==> src/rtl/spm_pkg.sv <==
package spm_pkg;
  localparam int F_FMT   = 0;
  localparam int F_EARLY = 1;
  localparam int F_LOST  = 2;
  localparam int F_ILL   = 3;
  localparam int NFLAG   = 4;
  typedef logic [NFLAG-1:0] flag_vec_t;
endpackage

==> src/rtl/spm_echo_mux.sv <==
module spm_echo_mux #(
  parameter int HOLD = 16
) (
  input  logic clk_i,
  input  logic rst_ni,
  input  logic tx_active_i,
  input  logic tx_line_i,
  input  logic bus_i,
  output logic rx_o
);
  localparam int HW = $clog2(HOLD + 1);
  localparam logic [HW-1:0] HOLD_V = HW'(HOLD);

  logic [HW-1:0] hold_q;

  always_ff @(posedge clk_i or negedge rst_ni) begin
    if (!rst_ni)               hold_q <= '0;
    else if (tx_active_i)      hold_q <= HOLD_V;
    else if (hold_q != '0)     hold_q <= hold_q - 1'b1;
  end

  assign rx_o = (tx_active_i || hold_q != '0) ? tx_line_i : bus_i;
endmodule

==> src/rtl/spm_pulse_meter.sv <==
module spm_pulse_meter #(
  parameter int LIMIT = 20,
  parameter int LW    = 5
) (
  input  logic          clk_i,
  input  logic          rst_ni,
  input  logic          rx_i,
  output logic          end_o,
  output logic [LW-1:0] len_o,
  output logic          over_o
);
  localparam logic [LW-1:0] SAT = LW'(LIMIT + 1);

  logic          prev_q;
  logic [LW-1:0] len_q, len_n;

  // length including the current dominant tick, saturating past LIMIT
  always_comb begin
    if (prev_q)          len_n = LW'(1);
    else if (len_q == SAT) len_n = SAT;
    else                 len_n = len_q + 1'b1;
  end

  always_ff @(posedge clk_i or negedge rst_ni) begin
    if (!rst_ni) begin
      prev_q <= 1'b1;
      len_q  <= '0;
    end else begin
      prev_q <= rx_i;
      if (!rx_i) len_q <= len_n;
    end
  end

  assign end_o  = rx_i && !prev_q;
  assign len_o  = len_q;
  assign over_o = !rx_i && (len_n == SAT) && !(!prev_q && len_q == SAT);
endmodule

==> src/rtl/spm_sync_tracker.sv <==
module spm_sync_tracker
  import spm_pkg::*;
#(
  parameter int START_SEQ = 4,
  parameter int SYNA_MIN  = 8,
  parameter int SYNA_MAX  = 12,
  parameter int SYNN_MIN  = 16,
  parameter int SYNN_MAX  = 20,
  parameter int BOUND     = 100,
  parameter int CYC_MAX   = 160,
  parameter int IDLE_MIN  = 12,
  parameter int LW        = 5
) (
  input  logic          clk_i,
  input  logic          rst_ni,
  input  logic          rx_i,
  input  logic          end_i,
  input  logic [LW-1:0] len_i,
  input  logic          over_i,
  input  logic          fmt_ext_i,
  output flag_vec_t     set_o,
  output logic          sync_o,
  output logic          alarm_o,
  output logic          en_o
);
  localparam int CW = $clog2(CYC_MAX + 1);
  localparam int IW = $clog2(IDLE_MIN + 1);
  localparam logic [LW-1:0] L_ST  = LW'(START_SEQ);
  localparam logic [LW-1:0] L_AMN = LW'(SYNA_MIN);
  localparam logic [LW-1:0] L_AMX = LW'(SYNA_MAX);
  localparam logic [LW-1:0] L_NMN = LW'(SYNN_MIN);
  localparam logic [LW-1:0] L_NMX = LW'(SYNN_MAX);
  localparam logic [CW-1:0] C_BND = CW'(BOUND);
  localparam logic [CW-1:0] C_MAX = CW'(CYC_MAX);
  localparam logic [CW-1:0] C_LST = CW'(CYC_MAX - 1);
  localparam logic [IW-1:0] I_END = IW'(IDLE_MIN - 1);
  localparam logic [IW-1:0] I_SAT = IW'(IDLE_MIN);

  logic          synced_q, sync_q, alarm_q, hold_q;
  logic [CW-1:0] cyc_q;
  logic [IW-1:0] idle_q;

  logic valid_a, valid_n, valid, early;
  logic ev_sync, ev_fmt, ev_ill, ev_lost;

  assign valid_a = (len_i > L_AMN) && (len_i < L_AMX);
  assign valid_n = (len_i > L_NMN) && (len_i < L_NMX);
  assign valid   = valid_a || valid_n;
  assign early   = synced_q && (cyc_q < C_BND);

  assign ev_sync = end_i && valid;
  assign ev_fmt  = fmt_ext_i ||
                   (end_i && !valid && early && len_i > L_ST && len_i < L_AMN);
  // ends beyond SYNN_MAX were already reported by over_i
  assign ev_ill  = over_i ||
                   (end_i && !valid && len_i <= L_NMX &&
                    (!early || (len_i > L_ST && len_i >= L_AMN)));
  assign ev_lost = synced_q && !ev_sync && (cyc_q == C_LST);

  always_comb begin
    set_o          = '0;
    set_o[F_FMT]   = ev_fmt;
    set_o[F_EARLY] = ev_sync && early;
    set_o[F_LOST]  = ev_lost;
    set_o[F_ILL]   = ev_ill;
  end

  always_ff @(posedge clk_i or negedge rst_ni) begin
    if (!rst_ni) begin
      synced_q <= 1'b0;
      cyc_q    <= '0;
      sync_q   <= 1'b0;
      alarm_q  <= 1'b0;
    end else begin
      sync_q <= ev_sync;
      if (ev_sync) begin
        synced_q <= 1'b1;
        cyc_q    <= '0;
        alarm_q  <= valid_a;
      end else begin
        if (ev_ill || ev_lost) synced_q <= 1'b0;
        if (cyc_q != C_MAX)    cyc_q <= cyc_q + 1'b1;
      end
    end
  end

  // format recovery: wait for an idle gap of IDLE_MIN recessive ticks
  always_ff @(posedge clk_i or negedge rst_ni) begin
    if (!rst_ni) begin
      hold_q <= 1'b0;
      idle_q <= '0;
    end else if (ev_fmt) begin
      hold_q <= 1'b1;
      idle_q <= '0;
    end else if (!rx_i) begin
      idle_q <= '0;
    end else begin
      if (idle_q != I_SAT)                 idle_q <= idle_q + 1'b1;
      if (hold_q && idle_q == I_END)       hold_q <= 1'b0;
    end
  end

  assign sync_o  = sync_q;
  assign alarm_o = alarm_q;
  assign en_o    = synced_q && !hold_q;
endmodule

==> src/rtl/spm_err_flags.sv <==
module spm_err_flags
  import spm_pkg::*;
(
  input  logic      clk_i,
  input  logic      rst_ni,
  input  flag_vec_t set_i,
  input  flag_vec_t clr_i,
  input  flag_vec_t en_i,
  output flag_vec_t flags_o,
  output logic      irq_o
);
  flag_vec_t req;

  for (genvar i = 0; i < NFLAG; i++) begin : g_flag
    logic f_q;
    always_ff @(posedge clk_i or negedge rst_ni) begin
      if (!rst_ni)       f_q <= 1'b0;
      else if (set_i[i]) f_q <= 1'b1;
      else if (clr_i[i]) f_q <= 1'b0;
    end
    assign flags_o[i] = f_q;
    assign req[i]     = f_q & en_i[i];
  end

  assign irq_o = |req;
endmodule

==> src/rtl/sync_pulse_monitor.sv <==
module sync_pulse_monitor
  import spm_pkg::*;
#(
  parameter int START_SEQ = 4,
  parameter int SYNA_MIN  = 8,
  parameter int SYNA_MAX  = 12,
  parameter int SYNN_MIN  = 16,
  parameter int SYNN_MAX  = 20,
  parameter int CYC_MIN   = 120,
  parameter int CYC_MAX   = 160,
  parameter int IDLE_MIN  = 12,
  parameter int BIT_TICKS = 2
) (
  input  logic       clk_i,
  input  logic       rst_ni,
  input  logic       bus_rx_i,
  input  logic       tx_active_i,
  input  logic       tx_line_i,
  input  logic       fmt_err_i,
  input  logic [3:0] irq_en_i,
  input  logic [3:0] flag_clr_i,
  output logic [3:0] flags_o,
  output logic       irq_o,
  output logic       txrx_en_o,
  output logic       sync_o,
  output logic       alarm_o,
  output logic       rx_o
);
  localparam int BOUND     = CYC_MIN - SYNN_MAX;
  localparam int ECHO_HOLD = 8 * BIT_TICKS;
  localparam int LW        = $clog2(SYNN_MAX + 2);

  logic          end_w, over_w;
  logic [LW-1:0] len_w;
  flag_vec_t     set_w;

  spm_echo_mux #(.HOLD(ECHO_HOLD)) u_echo (
    .clk_i, .rst_ni, .tx_active_i, .tx_line_i,
    .bus_i(bus_rx_i), .rx_o
  );

  spm_pulse_meter #(.LIMIT(SYNN_MAX), .LW(LW)) u_meter (
    .clk_i, .rst_ni, .rx_i(rx_o),
    .end_o(end_w), .len_o(len_w), .over_o(over_w)
  );

  spm_sync_tracker #(
    .START_SEQ(START_SEQ), .SYNA_MIN(SYNA_MIN), .SYNA_MAX(SYNA_MAX),
    .SYNN_MIN(SYNN_MIN), .SYNN_MAX(SYNN_MAX), .BOUND(BOUND),
    .CYC_MAX(CYC_MAX), .IDLE_MIN(IDLE_MIN), .LW(LW)
  ) u_track (
    .clk_i, .rst_ni, .rx_i(rx_o), .end_i(end_w), .len_i(len_w),
    .over_i(over_w), .fmt_ext_i(fmt_err_i), .set_o(set_w),
    .sync_o, .alarm_o, .en_o(txrx_en_o)
  );

  spm_err_flags u_flags (
    .clk_i, .rst_ni, .set_i(set_w), .clr_i(flag_clr_i),
    .en_i(irq_en_i), .flags_o, .irq_o
  );
endmodule

==> config.mk <==
export PLATFORM = sky130hd
export DESIGN_NAME = sync_pulse_monitor
export DESIGN_NICKNAME = d
export VERILOG_FILES = /design/src/rtl/spm_pkg.sv /design/src/rtl/spm_echo_mux.sv /design/src/rtl/spm_pulse_meter.sv /design/src/rtl/spm_sync_tracker.sv /design/src/rtl/spm_err_flags.sv /design/src/rtl/sync_pulse_monitor.sv
export SDC_FILE = /design/constraint.sdc
export NUM_CORES = 1
export LEC_CHECK = 0
export ABC_CLOCK_PERIOD_IN_PS = 2650
export CAP_MARGIN = 20
export CORE_ASPECT_RATIO = 1.1
export CORE_MARGIN = 2
export CORE_UTILIZATION = 49
export DETAILED_ROUTE_END_ITERATION = 6
export MAX_ROUTING_LAYER = met4
export PLACE_DENSITY_LB_ADDON = 0.05
export SETUP_SLACK_MARGIN = 0.3
export SYNTH_ARGS = -nofsm -noshare
export SYNTH_HDL_FRONTEND = slang
export SYNTH_HIERARCHICAL = 1
export SYNTH_SLANG_ARGS = --single-unit
==> constraint.sdc <==
create_clock -name clk_i -period 2.65 [get_ports clk_i]
set_clock_uncertainty 0.2 [all_clocks]
set_input_delay 0.53 -clock clk_i [delete_from_list [all_inputs] [get_ports clk_i]]
set_output_delay 0.53 -clock clk_i [all_outputs]
set_load 0.02 [all_outputs]
==> impl_metrics.py <==
metrics = {
    "route": {
        "wl_per_cell_um": 13.6,
        "vias": 1407,
        "drc": 0,
        "avgViaCountPerCell": 5.35,
        "wirelength_um": 3590,
        "firstDrtPassIters": 4,
        "ant_nets": 0,
        "drt_iter0_drc": 54,
    },
    "setup_path": {
        "critical_path_class": "reg -> out",
        "worstPathRequired_ps": 1920,
        "path_max_fanout": 2,
        "rrSetupSlack_ps": -20,
        "reg2regPathDepth": 12,
        "crit_path_end_kind": "primary output",
        "cp.arrival_ps": 1990,
        "start_kind": "flop",
        "timing.rr.start": "u_echo/hold_q[1]",
        "reg2reg_to": "u_track/idle_q[3]",
    },
    "sta": {
        "final.period_utilization": 1.03,
        "tightest_slew_ps": 451,
        "hold_viol_final": 0,
        "setup_viol": 4,
        "grt_setup_unrepaired": "true",
        "fin_crit_ps": 2720,
        "slew_viol_final": 0,
        "slew_headroom": 0.699,
        "setup_ws_ps": -74.7,
        "max_freq_ghz": 0.367,
    },
    "cts": {
        "numCtsBuffers": 5,
        "cts_num_sinks": 31,
        "cts_root_buffer": "clkbuf_4",
        "holdBufCountCts": 0,
        "h-tree-depth": 2,
        "cts_tree": "built",
        "clk_pin_slew_worst_paths_ps": 100,
        "cts_max_path_buffers": 2,
        "insertion_delay_ps": 340,
    },
    "global_route": {
        "grt_pass1_vias": 1379,
        "grt_pass1_wl_um": 6100,
        "grt_usage": 0.212,
        "grt_max_degree": 32,
        "gr-total-overflow": 0,
        "grt_antenna_before_repair": 0,
    },
    "die": {
        "die_area_mm2": 0.00405,
        "die_h_um": 66.5,
        "fp.coreArea_mm2": 0.00336,
        "rows": 22,
        "ios": 23,
        "die_x_um": 60.8,
        "start_util": 0.519,
    },
    "finish": {
        "multi_input_area_um2": 892,
        "area_delta_synth_final_pct": 27.6,
        "antennaDiodeCount": 0,
        "nets": 235,
        "drive_above_1_share": 0.228,
        "ff_latch_area_um2": 777,
        "n_fill_cell": 281,
    },
    "min_path": {
        "min_to": "u_track/hold_q",
        "hp-class": "reg -> reg",
        "worstHoldPathCells": 2,
        "hold_start": "u_track/hold_q",
    },
    "yosys": {
        "synth-main-ff-cell": "dfrtp_1",
        "yosysUniqueCellTypes": 53,
        "async_reset_ff_frac": 1.00,
        "yosysWarnings": 6,
        "ys_ff_latch": 31,
        "ys_seq_area_frac": 0.446,
        "syn_inst": 178,
        "avgSynthCellArea_um2": 9.78,
        "synth-edff-count": 0,
        "netlist_area_mm2": 0.00174,
        "synth_nets": 199,
    },
    "placed_design": {
        "dp_hpwl_um": 2400,
        "preCtsSetupSlack_ps": -97.2,
        "port_buffers": 22,
        "gp_congestion": 0.796,
    },
    "status": {
        "violations": "negative setup slack",
        "status": "complete, but fails checks",
    },
    "power_and_ir_drop": {
        "leakagePower_uw": 0.00101,
        "vdd_ir_drop_max_uv": 485,
        "fin_total_pwr_uw": 1710,
        "powerDensity_mw_per_mm2": 770,
    },
    "job": {
        "cap_viol_max_count": 0,
    },
}
[cell usage in the layout (no fill, tap or decap), drive strengths merged, types with 5 or more instances in the layout]
cell / count
nor2: 18
nand3: 8
dfrtp: 30
buf: 19
nand2: 11
xnor2: 9
nor3: 7
a21oi: 7
clkdlybuf4s50: 19
a21o: 5
o21ai: 5
inv: 16
ha: 7
clkbuf: 7
[worst max path at each step]
stage / start / to / slack [ps] / cells after the start
6_report: u_echo/hold_q[1] / rx_o / -70 / 6
5_1_grt: u_echo/hold_q[1] / rx_o / -150 / 6
4_1_cts: u_echo/hold_q[0] / rx_o / -90 / 6
3_5_place_dp: u_echo/hold_q[0] / rx_o / -100 / 6
3_3_place_gp: u_echo/hold_q[1] / rx_o / -60 / 6
2_1_floorplan: u_echo/hold_q[0] / u_flags/g_flag[3].f_q / -80 / 12
[layout make-up]
cell class              count  area share
multi-input cells         120       0.401
flip-flops and latches     31       0.350
repair buffers             40       0.168
inverters                  16      0.0270
well taps                  48      0.0270
clock buffers               7      0.0248
clock inverters             1     0.00225
[metrics by stage]
| stage | area [um2] | utilization | hold slack (ps) | cells | setup TNS [ps] |
|---|---|---|---|---|---|
| global route | 2220 | 0.662 | 341 | 263 | -1370 |
| CTS | 2160 | 0.644 | 291 | 260 | -180 |
| finish | 2220 | 0.662 | 286 | 263 | -108 |
| floorplan | 1780 | - | 34.4 | 178 | -219 |
| detailed placement | 2060 | 0.612 | 267 | 249 | -141 |
| global placement | 2060 | 0.612 | 264 | 249 | -55.8 |
[logic make-up after synthesis]
family                     count (synthesis)  synth area share
adders and majority gates                  7            0.0503
DFF                                       31             0.446
AOI/OAI and AO/OA                         34             0.137
and+or+nand+nor                           64             0.204
muxes                                      4            0.0244
xor gates and xnor gates                  11            0.0553
buffers and inverters                     27            0.0826
[synth_stat cells (2+ instances only)]
cell,number,share of area
a21o_1,4,0.017
a21oi_1,7,0.020
a22oi_1,2,0.0086
a31oi_1,2,0.0072
buf_4,7,0.030
buf_6,2,0.013
dfrtp_1,30,0.43
ha_1,7,0.050
inv_1,16,0.034
mux2i_1,2,0.011
nand2_1,11,0.024
nand2b_1,3,0.011
nand3_1,8,0.023
nand3b_1,2,0.0086
nor2_1,17,0.037
nor3_1,6,0.017
o21ai_0,4,0.011
o31ai_1,3,0.013
or3_1,2,0.0072
xnor2_1,9,0.045
xor2_1,2,0.010
[layer usage]
| layer | track usage | routed length [um] | vias up |
|---|---|---|---|
| met2 | 0.337 | 1760 | 32 |
| met4 | 0.0897 | 54 | 0 |
| met3 | 0.0621 | 211 | 6 |
| met1 | 0.247 | 1560 | 683 |
| li1 | - | - | 686 |
| met5 | - | 0 | - |
[timing repair]
item                       in CTS  in global routing
resized for setup              14                 10
setup endpoints to repair      25                 26
pin swaps                       0                  4
gates cloned                    1                  0
setup buffers                   2                  3
[state kept, by name, summed over array words and instances, names as in the netlist]
| name | cells |
|---|---|
| u_track/cyc_q | 8 |
| u_track/idle_q | 4 |
| u_meter/len_o | 5 |
| u_track/synced_q | 1 |
| u_track/hold_q | 1 |
| u_track/sync_o | 1 |
| u_track/alarm_o | 1 |
| u_flags/g_flag.f_q | 4 |
| u_echo/hold_q | 5 |
| u_meter/prev_q | 1 |
[critical path, stage by stage, from the launching register on]
cell	delay, ps
dfrtp_1	400
inv_2	80
ha_4	130
or4b_4	480
nor2_4	120
mux2_4	310
buf_6	130
[power by group]
part           total, uW  switching, uW  internal [uW]  leakage [uW]
clock network        293            165            128     0.0000353
logic                637            287            350      0.000583
registers            782            188            594      0.000388
total               1710            639           1070       0.00101
No activity file was read; power rests on OpenSTA's default activity.
